--- src/rtl/intc_pkg.sv ---
package intc_pkg;
    localparam int NSRC     = 64;
    localparam int WORD_W   = 32;
    localparam int BIT_W    = $clog2(WORD_W);
    localparam int SRC_W    = $clog2(NSRC);
    localparam logic [WORD_W-1:0] SENSE_WMASK = 32'hFFFF_7F00;

    typedef enum logic [2:0] {
        RA_MASK_HI = 3'd0,
        RA_MASK_LO = 3'd1,
        RA_PEND_HI = 3'd2,
        RA_PEND_LO = 3'd3,
        RA_VECTOR  = 3'd4,
        RA_SENSE   = 3'd5
    } reg_addr_e;

    // word select for a source: 1 = high word
    function automatic logic src_in_hi(int s);
        return (s < 16) || (s >= 32 && s < 48);
    endfunction

    // bit position of a source inside its word
    function automatic logic [BIT_W-1:0] src_bit(int s);
        int b;
        if (s == 0)       b = 0;
        else if (s < 16)  b = 16 - s;
        else if (s < 19)  b = 18 - s;
        else if (s < 31)  b = 33 - s;
        else if (s == 31) b = 15;
        else if (s < 48)  b = 63 - s;
        else              b = s - 32;
        return b[BIT_W-1:0];
    endfunction

    function automatic logic src_has_sense(int s);
        return (s >= 19 && s <= 25) || (s >= 48 && s <= 63);
    endfunction

    function automatic logic [BIT_W-1:0] sense_bit(int s);
        int b;
        b = (s <= 25) ? (33 - s) : (79 - s);
        return b[BIT_W-1:0];
    endfunction
endpackage

--- src/rtl/intc_sense.sv ---
module intc_sense #(
    parameter int N      = 64,
    parameter int STAGES = 2
) (
    input  logic         clk,
    input  logic         rst_n,
    input  logic [N-1:0] raw_n,
    output logic [N-1:0] low_now,
    output logic [N-1:0] fell
);
    // chain[0..STAGES-1] synchronise, chain[STAGES] keeps the previous value
    logic [N-1:0] chain [STAGES+1];

    always_ff @(posedge clk or negedge rst_n) begin
        if (!rst_n) begin
            for (int i = 0; i <= STAGES; i++) chain[i] <= '1;
        end else begin
            chain[0] <= raw_n;
            for (int i = 1; i <= STAGES; i++) chain[i] <= chain[i-1];
        end
    end

    assign low_now = ~chain[STAGES-1];
    assign fell    = chain[STAGES] & ~chain[STAGES-1];
endmodule

--- src/rtl/intc_pending.sv ---
module intc_pending #(
    parameter int N        = 64,
    parameter int RESERVED = 0
) (
    input  logic         clk,
    input  logic         rst_n,
    input  logic [N-1:0] low_now,
    input  logic [N-1:0] fell,
    input  logic [N-1:0] edge_mode,
    input  logic [N-1:0] clr,
    output logic [N-1:0] pend
);
    for (genvar s = 0; s < N; s++) begin : g_src
        if (s == RESERVED) begin : g_rsv
            assign pend[s] = 1'b0;
        end else begin : g_live
            always_ff @(posedge clk or negedge rst_n) begin
                if (!rst_n)            pend[s] <= 1'b0;
                else if (edge_mode[s]) pend[s] <= fell[s] | (pend[s] & ~clr[s]);
                else                   pend[s] <= low_now[s];
            end

            a_r5_edge_holds: assert property (@(posedge clk) disable iff (!rst_n)
                (edge_mode[s] && pend[s] && !clr[s]) |=> pend[s]);
            a_r5_w1c_clears: assert property (@(posedge clk) disable iff (!rst_n)
                (edge_mode[s] && clr[s] && !fell[s]) |=> !pend[s]);
            a_r6_edge_beats_clear: assert property (@(posedge clk) disable iff (!rst_n)
                (edge_mode[s] && fell[s]) |=> pend[s]);
            a_r5_no_spurious_set: assert property (@(posedge clk) disable iff (!rst_n)
                (edge_mode[s] && !pend[s] && !fell[s]) |=> !pend[s]);
        end
    end
endmodule

--- src/rtl/intc_prio.sv ---
module intc_prio #(
    parameter int N     = 64,
    parameter int IDX_W = $clog2(N)
) (
    input  logic [N-1:0]     req,
    output logic             any,
    output logic [IDX_W-1:0] idx
);
    always_comb begin
        idx = '0;
        for (int i = N - 1; i >= 0; i--) begin
            if (req[i]) idx = IDX_W'(i);
        end
    end
    assign any = |req;
endmodule

--- src/rtl/intc64.sv ---
module intc64
    import intc_pkg::*;
#(
    parameter int ADDR_W      = 3,
    parameter int SYNC_STAGES = 2,
    parameter int VEC_LSB     = 26
) (
    input  logic              clk,
    input  logic              rst_n,
    input  logic [ADDR_W-1:0] bus_addr,
    input  logic              bus_we,
    input  logic [31:0]       bus_wdata,
    output logic [31:0]       bus_rdata,
    input  logic [63:0]       src_n,
    output logic              irq
);
    logic [WORD_W-1:0] mask_hi, mask_lo, sense_q;
    logic [WORD_W-1:0] pend_hi, pend_lo;
    logic [NSRC-1:0]   low_now, fell, edge_mode, clr, pend, mask_src;
    logic [SRC_W-1:0]  vec_idx;

    wire wr_mask_hi = bus_we && (bus_addr == ADDR_W'(RA_MASK_HI));
    wire wr_mask_lo = bus_we && (bus_addr == ADDR_W'(RA_MASK_LO));
    wire wr_pend_hi = bus_we && (bus_addr == ADDR_W'(RA_PEND_HI));
    wire wr_pend_lo = bus_we && (bus_addr == ADDR_W'(RA_PEND_LO));
    wire wr_sense   = bus_we && (bus_addr == ADDR_W'(RA_SENSE));

    always_ff @(posedge clk or negedge rst_n) begin
        if (!rst_n) begin
            mask_hi <= '0;
            mask_lo <= '0;
            sense_q <= '0;
        end else begin
            if (wr_mask_hi) mask_hi <= bus_wdata;
            if (wr_mask_lo) mask_lo <= bus_wdata;
            if (wr_sense)   sense_q <= bus_wdata & SENSE_WMASK;
        end
    end

    // scatter word state to sources and gather pending back into words
    always_comb begin
        pend_hi = '0;
        pend_lo = '0;
        for (int s = 0; s < NSRC; s++) begin
            if (src_in_hi(s)) begin
                mask_src[s]           = mask_hi[src_bit(s)];
                clr[s]                = wr_pend_hi && bus_wdata[src_bit(s)];
                pend_hi[src_bit(s)]   = pend[s];
            end else begin
                mask_src[s]           = mask_lo[src_bit(s)];
                clr[s]                = wr_pend_lo && bus_wdata[src_bit(s)];
                pend_lo[src_bit(s)]   = pend[s];
            end
            edge_mode[s] = src_has_sense(s) ? sense_q[sense_bit(s)] : 1'b0;
        end
    end

    intc_sense #(.N(NSRC), .STAGES(SYNC_STAGES)) u_sense (
        .clk    (clk),
        .rst_n  (rst_n),
        .raw_n  (src_n),
        .low_now(low_now),
        .fell   (fell)
    );

    intc_pending #(.N(NSRC), .RESERVED(0)) u_pend (
        .clk      (clk),
        .rst_n    (rst_n),
        .low_now  (low_now),
        .fell     (fell),
        .edge_mode(edge_mode),
        .clr      (clr),
        .pend     (pend)
    );

    intc_prio #(.N(NSRC), .IDX_W(SRC_W)) u_prio (
        .req(pend & mask_src),
        .any(irq),
        .idx(vec_idx)
    );

    always_comb begin
        unique case (bus_addr)
            ADDR_W'(RA_MASK_HI): bus_rdata = mask_hi;
            ADDR_W'(RA_MASK_LO): bus_rdata = mask_lo;
            ADDR_W'(RA_PEND_HI): bus_rdata = pend_hi;
            ADDR_W'(RA_PEND_LO): bus_rdata = pend_lo;
            ADDR_W'(RA_VECTOR):  bus_rdata = 32'(vec_idx) << VEC_LSB;
            ADDR_W'(RA_SENSE):   bus_rdata = sense_q;
            default:             bus_rdata = '0;
        endcase
    end

    a_r9_idle_vector_zero: assert property (@(posedge clk) disable iff (!rst_n)
        !irq |-> (vec_idx == '0));
    a_r9_busy_vector_nonzero: assert property (@(posedge clk) disable iff (!rst_n)
        irq |-> (vec_idx != '0));
    a_r10_reserved_quiet: assert property (@(posedge clk) disable iff (!rst_n)
        !pend_hi[0]);
    a_r7_sense_reserved_zero: assert property (@(posedge clk) disable iff (!rst_n)
        wr_sense |=> ((sense_q & ~SENSE_WMASK) == '0));
endmodule

--- config.mk ---
export PLATFORM = sky130hd
export DESIGN_NAME = intc64
export DESIGN_NICKNAME = d
export VERILOG_FILES = /design/src/rtl/intc_pkg.sv /design/src/rtl/intc_sense.sv /design/src/rtl/intc_pending.sv /design/src/rtl/intc_prio.sv /design/src/rtl/intc64.sv
export SDC_FILE = /design/constraint.sdc
export NUM_CORES = 1
export LEC_CHECK = 0
export ABC_AREA = 1
export CORE_MARGIN = 2
export CORE_UTILIZATION = 59
export DETAILED_ROUTE_END_ITERATION = 10
export PLACE_DENSITY_LB_ADDON = 0.2
export SLEW_MARGIN = 20
export SYNTH_ARGS = -nofsm -noshare
export SYNTH_HDL_FRONTEND = slang
export SYNTH_HIERARCHICAL = 1
export SYNTH_SLANG_ARGS = --single-unit
--- constraint.sdc ---
create_clock -name clk -period 5.4 [get_ports clk]
set_input_delay 1.08 -clock clk [delete_from_list [all_inputs] [get_ports clk]]
set_output_delay 1.08 -clock clk [all_outputs]
set_load 0.02 [all_outputs]
# After elaboration in Yosys (flattened, before gate mapping)
# Index checks and enable logic that the tools add are counted.
# W data, S select, Z words.
[totals]
memories = 0
latchBits = 0
reg_bits = 342
mem_bits_rw = 0
inputBits = 102
word_cells = 263
rom_bits = 0
out_inout_bits = 33
[op_classes]
bitwise_logic = 72
n_lt_le_gt_ge = 0
n_reduce_logical = 29
add_sub_neg = 0
shifts = 0
muxes = 88
n_mul = 0
div = 0
n_eq_ne = 5
[op_table]
columns = ["cell", "count"]
rows = [
  ["$mux W6", 64],
  ["$pmux W32 S6", 1],
  ["$and A64 B64 Y64", 2],
  ["$not A64 Y64", 1],
  ["$reduce_or A64 Y1", 1],
  ["$logic_and A1 B1 Y1", 27],
  ["$and A1 B1 Y1", 23],
  ["$mux W1", 23],
  ["$not A1 Y1", 23],
  ["$or A1 B1 Y1", 23],
  ["$eq A3 B2 Y1 const B", 2],
  ["$eq A3 B3 Y1 const B", 2],
  ["$eq A3 B1 Y1 const B", 1],
  ["$logic_not A3 Y1", 1],
]

# Longest topological paths before layout
# Gate-level depths: netlist (run 1).
[logic_depth]
ltp_word = 66
ltp_mapped = 69
mapped_depth_nobuf = 69

# Modules after synthesis
# The synthesis (run 1) kept the hierarchy.
[modules_own_cells]
columns = ["module", "cells_per_inst", "area_each_um2", "seq_area_each_um2", "instances"]
rows = [
  ["intc_sense", 384, 5925.7, 5044.8, 1],
  ["intc64", 895, 5744.3, 2177.1, 1],
  ["intc_pending", 443, 3085.5, 1576.5, 1],
  ["intc_prio", 235, 1024.7, 0.0, 1],
]

# Worst setup path after synthesis (run 1)
# No wires, ideal clock.
[synth_timing]
path_kind = "flip-flop to output port"
startpoint = "reg u_pend.pend[62]"
endpoint = "out bus_rdata[26]"
t_arrival_ns = 3.482
t_required_ns = 4.320
stages_incl_launch_ff = 70
slack_ns = 0.838
n_path_buf = 0
cell_sequence = "dfrtp_1 nand2_1 inv_1 inv_1 nand2_1 nand2_1 nand2_1 nand2_1 nand2_1 nand2_1 nand2_1 nand2_1 nand2_1 nand2_1 nand2_1 nand2_1 nand2_1 nand2_1 [... 34 more ...] nand2_1 nand2_1 nand2_1 nand2_1 nand2_1 nand2_1 nand2_1 nand2_1 nand2_1 nand2_1 nand2_1 nand2_1 nand2_1 a21oi_2 nand3_1 nand2_1 nor2_1 nand2_1"
[synth_via]
elab_chain_cells = 65
[synth_lines]
columns = ["element", "line_no", "rtl"]
rows = [
  ["start: declaration", "intc_pending.sv:11", "output logic [N-1:0] pend"],
  ["start signal: indexed assignment", "intc_pending.sv:19", "else if (edge_mode[s]) pend[s] <= fell[s] | (pend[s] & ~clr[s]);"],
  ["start signal: indexed assignment", "intc_pending.sv:20", "else pend[s] <= low_now[s];"],
  ["$and A64 B64 Y64", "intc64.sv:77", ".req(pend & mask_src),"],
  ["$mux W6 (63 in a row)", "intc_prio.sv:12", "if (req[i]) idx = IDX_W'(i);"],
  ["via vec_idx[0]", "intc64.sv:20", "logic [SRC_W-1:0] vec_idx;"],
  ["$pmux W32 S6", "intc64.sv:83", "unique case (bus_addr)"],
  ["end: declaration", "intc64.sv:13", "output logic [31:0] bus_rdata,"],
]
# The timed path passes the listed nets, and every way through them passes these cells.

# Worst setup path in the final report (run 1)
[layout_timing]
startpoint = "reg u_pend.pend[61]"
endpoint = "out bus_rdata[26]"
[layout_via]
elab_chain_cells = 64
[layout_lines]
columns = ["element", "line_no"]
rows = [
  ["$and A64 B64 Y64", "intc64.sv:77"],
  ["$mux W6 (62 in a row)", "intc_prio.sv:12"],
  ["via vec_idx[0]", "intc64.sv:20"],
  ["$pmux W32 S6", "intc64.sv:83"],
]
# The timed path passes the listed nets, and every way through them passes these cells.

==> run_results.csv, run 1 <==
group,metric,value,unit
status,status,"finished, violations left",
status,violations,"negative setup slack",
synth,yosys_warnings,6,
sta,drv_slew,0,
sta,setup_slack,-0.2809,ns
critical_path,critical_path.top_delay_family,"simple AND/OR/NAND/NOR gates",
clock_network,cts_tree,"yes",
floorplanning,dieHeight,167.0,um
pwr,combPwrFrac,0.179,
clock_network,clock-root-buffer,"clkbuf_16",
pwr,p_seq_frac,0.452,
pwr,leakagePower,10.05,nW
sta,hold_viol_final,0,
floorplanning,fp.coreArea,26060,um2
floorplanning,fp.dieW,167.0,um
global_route,grt_pass1_wl,60040,um
hold_path,hold_path.class,"reg2reg",
pwr,clockPowerShare,0.369,
drt,drc,0,
place,place_congestion,0.8934,
critical_path,end_kind,"primary output",
clock_network,clk_path_buf_depth,3,
critical_path,start_kind,"flop",
pwr,peakVddDrop,0.3494,mV
sta,fmax,0.1760,GHz
sta,tightest_slew,1.080,ns
critical_path,crit_top_cell,"nand2_1",
synth,syn_area_per_cell,8.043,um2
drt,first_iter_violations,851,
clock_network,cts_buffers,36,
cells_and_area,nFillCells,2017,
sta,max_slew_margin,0.2779,
sta,period_needed,5.681,ns
place,dp_cells,2489,
global_route,antenna_found_initial,0,
drt,dr.pass1.iters,6,
drt,post_drt_wl_per_cell,14.59,um
critical_path,critical_path_required,4.32,ns
synth,synthesis.instances,1950,
global_route,grt_pass1_vias,12300,
synth,synthesis.area,15680,um2
sta,finalSetupViolations,1,
critical_path,path_buf_inv,3,
critical_path,crit_path_max_fanout,2,
place,dpl.hpwl,26170,um
clock_network,h-tree-depth,2,
floorplanning,num_rows,59,
cells_and_area,diodes,0,
pwr,switchingPower,1.908,mW
global_route,grt_max_degree,116,
floorplanning,io_pins,135,
cells_and_area,drive_above_1_share,0.1863,
critical_path,crit_slowest_cell,"dfrtp_1",
cells_and_area,final_cells,2557,
critical_path,crit_type,"reg2out",
floorplanning,start_util,0.6019,
pwr,p_int,4.864,mW
clock_network,clk_latency,0.53,ns
drt,dr_total_vias,12290,
sta,whs,0.3520,ns
floorplanning,fp.dieArea,27900,um2
sta,rsz0062_at_grt,"yes",
clock_network,clk_pin_slew,0.06,ns
pwr,power.share.switching,0.2818,
cells_and_area,nets,2296,
global_route,grt_use_total,0.2715,
sta,min_period_over_period,1.052,
critical_path,arrival,4.60,ns
job,maxCapViolations,0,
clock_network,clock-sinks,339,
critical_path,cpPeakStageDelay,0.39,ns
pwr,p_per_area,355.9,nW/um2
clock_network,hold_buffers,0,
cells_and_area,post-route-util,0.7302,
cells_and_area,areaGrowthSynthToFinish,21.32,%
global_route,grt_overflow_total,0,
drt,drt_wl_total,37300,um
drt,drt-vias-per-instance,4.807,
drt,antenna_left,0,
sta,finClkSkew,0.01372,ns
place,io_buffers,133,
## per-stage QoR
stage | power (mW) | setup WS [ns] | area, um2 | setup TNS, ns
floorplan | 3.797 | 0.8375 | 15980 | 0
detailed placement | 4.284 | -0.2599 | 17780 | -0.2599
finish | 6.772 | -0.2809 | 19030 | -0.2809
global placement | 4.250 | -0.2004 | 17780 | -0.2004
CTS | 6.814 | -0.3611 | 19000 | -0.3611
global route | 7.116 | -0.9215 | 19030 | -0.9215
## repair_timing
item                                    in CTS  in global routing
buffers inserted                             2                  0
endpoints found under the setup margin       2                  2
resized for setup                            6                  8
pin swaps                                    0                  2
## metal layers
layer | up-vias | track usage | wire, um | share of wire
met2 | 347 | 0.4790 | 18740 | 0.50
li1 | 6085 | - | - | -
met1 | 5772 | 0.3316 | 15110 | 0.40
met4 | 0 | 0.1188 | 1544 | 0.041
met5 | - | 0 | 0 | 0
met3 | 88 | 0.04064 | 1910 | 0.051
## power groups by stage
stage          registers (mW)  clock network (mW)  logic [mW]
2_1_floorplan            3.03                   0       0.765
4_1_cts                  3.06                2.55        1.20
5_1_grt                  3.09                2.65        1.37
3_5_place_dp             3.09                   0        1.19
3_3_place_gp             3.08                   0        1.17
6_report                 3.06                2.50        1.21
## cell usage in the layout, fill, tap and decap left out, drive strengths merged
| cell type | instances |
|---|---|
| inv | 426 |
| nand2 | 406 |
| nor2 | 397 |
| dfstp | 189 |
| dfrtp | 150 |
| clkdlybuf4s50 | 130 |
| o21ai | 89 |
| a21oi | 84 |
| conb | 81 |
| clkinv | 70 |
| clkbuf | 52 |
| nand3 | 45 |
| buf | 44 |
| nand4 | 36 |
| bufinv | 10 |
| nor3 | 3 |
| clkinvlp | 2 |
| nor4 | 2 |
| dlymetal6s2s | 1 |
| o21bai | 1 |
| a31oi | 1 |
| a311oi | 1 |
| o31ai | 1 |
| a211oi | 1 |
## final timing paths
path                               startpoint                end  slack, ns  cells past startpoint
max in group asynchronous               rst_n  u_sense/chain[81]       3.70                      2
max reg2reg                 u_sense/chain[59]    u_pend/pend[59]       4.43                      4
min in group asynchronous               rst_n    u_pend/pend[40]       0.62                      1
min                        u_sense/chain[158]  u_sense/chain[94]       0.35                      0
min reg2reg                u_sense/chain[158]  u_sense/chain[94]       0.35                      0
max                           u_pend/pend[61]      bus_rdata[26]      -0.28                     69
## area by class of cell
class	instances	area (um2)	share of cell area
Clock buffer	52	1054	0.05537
Sequential cell	339	8720	0.4583
Inverter	494	1953	0.1026
Clock inverter	14	157.7	0.008286
Multi-Input combinational cell	1148	5044	0.2651
Tap cell	335	419.2	0.02203
Timing Repair Buffer	175	1680	0.08831
## registers in the layout (all words and copies together), names as in the netlist
| signal | count |
|---|---|
| mask_hi | 32 |
| mask_lo | 32 |
| sense_q | 23 |
| u_pend/pend | 63 |
| u_sense/chain | 189 |
Note: power is estimated with default switching activity, not from simulation.
==> run 2, diff against run 1 <==
--- a/config.mk
+++ b/config.mk
@@ -6,6 +6,7 @@
 export NUM_CORES = 1
 export LEC_CHECK = 0
 export ABC_AREA = 1
+export ABC_CLOCK_PERIOD_IN_PS = 5400
 export CORE_MARGIN = 2
 export CORE_UTILIZATION = 59
 export DETAILED_ROUTE_END_ITERATION = 10
==> results of run 2 <==
No change in the layout: final DEF, timing and power equal those of run 1.
